[src/rtl/llsc_pkg.sv]
package llsc_pkg;
    typedef enum logic [1:0] {
        OP_LOAD  = 2'b00,
        OP_STORE = 2'b01,
        OP_LL    = 2'b10,
        OP_SC    = 2'b11
    } llsc_op_e;
endpackage

[src/rtl/llsc_word_cmp.sv]
module llsc_word_cmp #(
    parameter int ADDR_W  = 32,
    parameter int WORD_LSB = 2
) (
    input  logic                       en,
    input  logic [ADDR_W-1:0]          addr,
    input  logic [ADDR_W-WORD_LSB-1:0] word,
    output logic                       hit
);
    always_comb begin
        hit = en && (addr[ADDR_W-1:WORD_LSB] == word);
    end
endmodule

[src/rtl/llsc_reservation.sv]
module llsc_reservation #(
    parameter int WADDR_W = 30
) (
    input  logic               clk,
    input  logic               rst_n,
    input  logic               kill,
    input  logic               arm,
    input  logic [WADDR_W-1:0] arm_word,
    output logic               link_q,
    output logic [WADDR_W-1:0] word_q
);
    typedef struct packed {
        logic               link;
        logic [WADDR_W-1:0] word;
    } rsv_t;

    rsv_t st_d, st_q;

    always_comb begin
        st_d = st_q;
        if (kill) begin
            st_d.link = 1'b0;
        end
        if (arm) begin
            st_d.link = 1'b1;
            st_d.word = arm_word;
        end
    end

    always_ff @(posedge clk) begin
        if (!rst_n) begin
            st_q <= '0;
        end else begin
            st_q <= st_d;
        end
    end

    assign link_q = st_q.link;
    assign word_q = st_q.word;

    assert_arm_records_R8: assert property (@(posedge clk) disable iff (!rst_n)
        arm |=> (link_q && word_q == $past(arm_word)));
endmodule

[src/rtl/llsc_resp.sv]
module llsc_resp #(
    parameter int DATA_W = 32,
    parameter int RD_W   = 5
) (
    input  logic              clk,
    input  logic              rst_n,
    input  logic              fire,
    input  logic [RD_W-1:0]   rd,
    input  logic [DATA_W-1:0] data,
    output logic              rsp_valid,
    output logic [RD_W-1:0]   rsp_rd,
    output logic [DATA_W-1:0] rsp_data
);
    typedef struct packed {
        logic              valid;
        logic [RD_W-1:0]   rd;
        logic [DATA_W-1:0] data;
    } rsp_t;

    rsp_t r_d, r_q;

    always_comb begin
        r_d       = r_q;
        r_d.valid = fire;
        if (fire) begin
            r_d.rd   = rd;
            r_d.data = data;
        end
    end

    always_ff @(posedge clk) begin
        if (!rst_n) begin
            r_q <= '0;
        end else begin
            r_q <= r_d;
        end
    end

    assign rsp_valid = r_q.valid;
    assign rsp_rd    = r_q.rd;
    assign rsp_data  = r_q.data;
endmodule

[src/rtl/llsc_monitor.sv]
module llsc_monitor #(
    parameter int ADDR_W = 32,
    parameter int DATA_W = 32,
    parameter int RD_W   = 5
) (
    input  logic              clk,
    input  logic              rst_n,
    input  logic              req_valid,
    input  logic [1:0]        req_op,
    input  logic [ADDR_W-1:0] req_addr,
    input  logic [DATA_W-1:0] req_wdata,
    input  logic [RD_W-1:0]   req_rd,
    output logic              mem_valid,
    output logic              mem_we,
    output logic [ADDR_W-1:0] mem_addr,
    output logic [DATA_W-1:0] mem_wdata,
    input  logic [DATA_W-1:0] mem_rdata,
    input  logic              snp_valid,
    input  logic [ADDR_W-1:0] snp_addr,
    input  logic              rsv_clear,
    output logic              rsp_valid,
    output logic [RD_W-1:0]   rsp_rd,
    output logic [DATA_W-1:0] rsp_data
);
    import llsc_pkg::*;

    localparam int WORD_LSB = $clog2(DATA_W / 8);
    localparam int WADDR_W  = ADDR_W - WORD_LSB;

    llsc_op_e           op;
    logic               is_ld, is_st, is_ll, is_sc;
    logic               link_q;
    logic [WADDR_W-1:0] word_q;
    logic               snp_hit_rsv, snp_hit_req, req_hit_rsv;
    logic               sc_ok, kill, arm, fire;
    logic [DATA_W-1:0]  wb_data;

    assign op    = llsc_op_e'(req_op);
    assign is_ld = req_valid && (op == OP_LOAD);
    assign is_st = req_valid && (op == OP_STORE);
    assign is_ll = req_valid && (op == OP_LL);
    assign is_sc = req_valid && (op == OP_SC);

    // snoop versus reservation, snoop versus the local request, local request versus reservation
    llsc_word_cmp #(.ADDR_W(ADDR_W), .WORD_LSB(WORD_LSB)) u_cmp_snp_rsv (
        .en(snp_valid && link_q), .addr(snp_addr), .word(word_q), .hit(snp_hit_rsv)
    );
    llsc_word_cmp #(.ADDR_W(ADDR_W), .WORD_LSB(WORD_LSB)) u_cmp_snp_req (
        .en(snp_valid), .addr(snp_addr), .word(req_addr[ADDR_W-1:WORD_LSB]), .hit(snp_hit_req)
    );
    llsc_word_cmp #(.ADDR_W(ADDR_W), .WORD_LSB(WORD_LSB)) u_cmp_req_rsv (
        .en(link_q), .addr(req_addr), .word(word_q), .hit(req_hit_rsv)
    );

    always_comb begin
        sc_ok = is_sc && req_hit_rsv && !snp_hit_rsv && !rsv_clear;
        kill  = rsv_clear || snp_hit_rsv || is_sc || (is_st && req_hit_rsv);
        arm   = is_ll && !rsv_clear && !snp_hit_req;
        fire  = is_ld || is_ll || is_sc;

        mem_valid = is_ld || is_st || is_ll || sc_ok;
        mem_we    = is_st || sc_ok;
        mem_addr  = req_addr;
        mem_wdata = req_wdata;

        wb_data = mem_rdata;
        if (is_sc) begin
            wb_data = '0;
            wb_data[0] = sc_ok;
        end
    end

    llsc_reservation #(.WADDR_W(WADDR_W)) u_rsv (
        .clk(clk), .rst_n(rst_n), .kill(kill), .arm(arm),
        .arm_word(req_addr[ADDR_W-1:WORD_LSB]), .link_q(link_q), .word_q(word_q)
    );

    llsc_resp #(.DATA_W(DATA_W), .RD_W(RD_W)) u_resp (
        .clk(clk), .rst_n(rst_n), .fire(fire), .rd(req_rd), .data(wb_data),
        .rsp_valid(rsp_valid), .rsp_rd(rsp_rd), .rsp_data(rsp_data)
    );

    assert_sc_write_needs_link_R3: assert property (@(posedge clk) disable iff (!rst_n)
        (is_sc && mem_we) |-> link_q);
    assert_sc_result_binary_R4: assert property (@(posedge clk) disable iff (!rst_n)
        is_sc |=> (rsp_valid && rsp_data[DATA_W-1:1] == '0));
    assert_sc_disarms_R7: assert property (@(posedge clk) disable iff (!rst_n)
        is_sc |=> !link_q);
    assert_clear_disarms_R9: assert property (@(posedge clk) disable iff (!rst_n)
        rsv_clear |=> !link_q);
    assert_collision_fails_R10: assert property (@(posedge clk) disable iff (!rst_n)
        (is_sc && snp_hit_rsv) |-> !mem_valid);
    assert_resp_timing_R11: assert property (@(posedge clk) disable iff (!rst_n)
        (req_valid && op != OP_STORE) |=> rsp_valid);
    assert_store_no_resp_R11: assert property (@(posedge clk) disable iff (!rst_n)
        !(req_valid && op != OP_STORE) |=> !rsp_valid);
endmodule

[config.mk]
export PLATFORM = sky130hd
export DESIGN_NAME = llsc_monitor
export DESIGN_NICKNAME = d
export VERILOG_FILES = /design/src/rtl/llsc_pkg.sv /design/src/rtl/llsc_word_cmp.sv /design/src/rtl/llsc_reservation.sv /design/src/rtl/llsc_resp.sv /design/src/rtl/llsc_monitor.sv
export SDC_FILE = /design/constraint.sdc
export NUM_CORES = 1
export LEC_CHECK = 0
export CORE_MARGIN = 5
export CORE_UTILIZATION = 25
export CTS_BUF_LIST = sky130_fd_sc_hd__clkbuf_4 sky130_fd_sc_hd__clkbuf_8 sky130_fd_sc_hd__clkbuf_16
export DETAILED_ROUTE_END_ITERATION = 16
export SYNTH_ARGS = -nofsm -noshare
export SYNTH_HDL_FRONTEND = slang
export SYNTH_SLANG_ARGS = --single-unit
[constraint.sdc]
create_clock -name clk -period 1.9 [get_ports clk]
set_clock_uncertainty 0.05 [all_clocks]
set_input_delay 0.38 -clock clk [delete_from_list [all_inputs] [get_ports clk]]
set_output_delay 0.38 -clock clk [all_outputs]
set_load 0.01 [all_outputs]
==> out/results.txt <==
outcome: finished with violations
violations in the final reports: negative setup slack
commonest non-fill, non-tap cells in the layout: sky130_fd_sc_hd__clkdlybuf4s50_1, sky130_fd_sc_hd__nand2_1, sky130_fd_sc_hd__buf_4
Die Height: 139 um
static leakage: 2.81 nW
placement-stage cell area: 6280 sq um
vias post-DR: 3877
met1 layer wirelength in the final routing: 6040 um
crit-path max FO: 2
GR Util All Layers: 15.4%
drt total wl: 14800 um
commonest non-fill, non-tap cell in the layout: sky130_fd_sc_hd__clkdlybuf4s50_1
Register Area: 1390 sq um
RSZ-0062 raised after global routing: true
wire length of the first global-routing pass: 23100 um
number of detailed-route iterations in the first pass: 4
Achievable Freq: 389 MHz
final number of hold-violating endpoints: 0
Final Non-Filler Cells: 883
growth of design area from synthesis to finish: 69.4%
ratio of cells with drive above 1 in the final layout: 24.3%
Remaining DRCs: 0
crit path kind: register to primary output
Synth Area per Inst: 8.86 sq um
row count: 47
# hold bufs at CTS: 0
startpoint types: register
largest voltage drop on the vdd net: 375 uV
type of destination of the critical path: primary output
Floorplan Core Area: 16400 sq um
Starting DRT DRC Count: 130
post-synthesis instance total: 466
number of top-level pins: 244
Layout Cell Area excl Fill: 6990 sq um
area of the mapped netlist: 4130 sq um
number of antenna violations at the first check in global routing: 4
clock latency on the worst-skew pair: 0.34 ns
Syn. warnings: 0
Die Wd: 139 um
Met2 Routed Length: 6990 um
min setup slack post-route: -0.673 ns
fill count: 1593
worst-case setup slack after placement: -1.25 ns
area of the multi-input gates: 2460 sq um
CTS tree: built
cell at the root of the clock tree: sky130_fd_sc_hd__clkbuf_16
transition at the pin with the smallest max-transition slack: 0.345 ns
total met3 wirelength after detailed routing: 1250 um
maximum number of pins on one net before global-route repair: 56
number of nets in the finished design: 797
number of vias per cell after detailed routing: 4.39
post-detailed-route wirelength per cell: 16.7 um
Synth Register Bits: 69
total of max-cap violations: 0
highest routed layer: met5
Total Negative Setup Slacks: -1.42 ns
post-layout util: 42.6%
Detailed Place HPWL: 11600 um
crit path DAT: 2.14 ns
number of H-tree levels: 3
maximum root-to-sink buffer count: 2
Finish-stage setup viols: 3
cell area power density: 664 nW/um^2
vias in the first global route: 4278
CP Data Required Time: 1.47 ns
Initial Utilization: 25.2%
post-route fraction of the period consumed by the critical path: 135%
Sinks on Clock Net: 69
pins over their slew limit: 0
post-synthesis cell type count: 29
sequential share of the synthesized area: 33.5%
final hold slack: 0.388 ns
Placed Cells: 857
clock transition at the register clock pins on the worst setup and hold paths after CTS: 0.06 ns
Final Power: 4.64 mW
worst rel slew slack: 76.9%
GPL Wtd Cong: 0.807
minimum clock period: 2.57 ns
net count after synthesis: 606
number of nets with antenna violations after detailed routing: 0
path class of the lowest-slack min-delay path: input port to register
Inserted Clock Buffers: 9
Port Buf Inserts: 173
overall overflow remaining after global route: 0
die area: 19200 sq um
[report_power, final]
group / internal (mW) / switching, mW
registers: 1.50 / 0.0334
clock network: 1.42 / 0.694
logic: 0.571 / 0.423
[cell families after synthesis]
kind of cell	after synthesis	share of synthesized area (%)
AOI/OAI and AO/OA	45	7.97
muxes	30	7.27
xor gates and xnor gates	90	19.1
buffers and inverters	87	13.8
DFF	69	33.5
and+or+nand+nor	145	18.4
[state kept, by name (all words and copies together), names as in the netlist]
register	cells
u_rsv.word_q	30
u_rsv.link_q	1
u_resp.rsp_valid	1
u_resp.rsp_data	32
u_resp.rsp_rd	5
[per-layer routing]
metal	track usage, %	vias up
met5	0	-
li1	-	1887
met2	25.2	155
met1	18.2	1783
met3	4.90	46
met4	7.75	6
[final timing paths]
| path | startpoint | to | slack, ns | cells after the start |
|---|---|---|---|---|
| worst max-delay path | u_rsv.word_q[10] | mem_valid | -0.67 | 7 |
| worst min-delay path | req_addr[26] | u_rsv.word_q[24] | 0.39 | 4 |
| worst max register to register | u_rsv.word_q[10] | u_resp.rsp_data[0] | -0.07 | 7 |
| worst min register to register | u_resp.rsp_rd[0] | u_resp.rsp_rd[0] | 0.41 | 2 |
[critical path, stage by stage, from the launching register on]
cell,delay (ns)
sky130_fd_sc_hd__dfxtp_2,0.32
sky130_fd_sc_hd__xor2_1,0.17
sky130_fd_sc_hd__or4_4,0.53
sky130_fd_sc_hd__nor4_4,0.24
sky130_fd_sc_hd__o2111ai_4,0.19
sky130_fd_sc_hd__buf_6,0.16
sky130_fd_sc_hd__nand2_1,0.06
sky130_fd_sc_hd__buf_2,0.13
[layout make-up]
type                            count  share of cell area, %
Antenna cell                        1                 0.0358
Clock buffer                        9                   3.22
Clock inverter                      7                   2.09
Inverter                            1                 0.0537
Multi-Input combinational cell    310                   35.2
Sequential cell                    69                   19.9
Tap cell                          220                   3.94
Timing Repair Buffer              266                   35.6
[synthesized netlist by cell type (all sizes together)]
master / n / share of area [%]
a21boi: 5 / 0.91
xnor2: 57 / 12
or4: 1 / 0.27
mux2i: 30 / 7.3
nand2: 78 / 7.1
dfxtp: 69 / 33
buf: 68 / 12
or2: 1 / 0.15
nor3: 1 / 0.12
and2: 1 / 0.15
nor4: 11 / 2.4
nand3b: 1 / 0.18
o21a: 1 / 0.18
xor2: 33 / 7.0
clkbuf: 18 / 1.6
nand3: 3 / 0.36
a22oi: 31 / 5.6
a31oi: 2 / 0.30
a32o: 1 / 0.24
a21oi: 1 / 0.12
inv: 1 / 0.091
o21ai: 3 / 0.36
nand4: 15 / 2.6
nor2b: 33 / 5.0
o2111ai: 1 / 0.21
[what timing repair did]
action                                  CTS  global route
endpoints found under the setup margin   64            31
buffers inserted                          7             2
gates cloned                              1             0
pin swaps                                25            27
gates resized for setup                 112            39
Power figures use the tool's default switching activity.
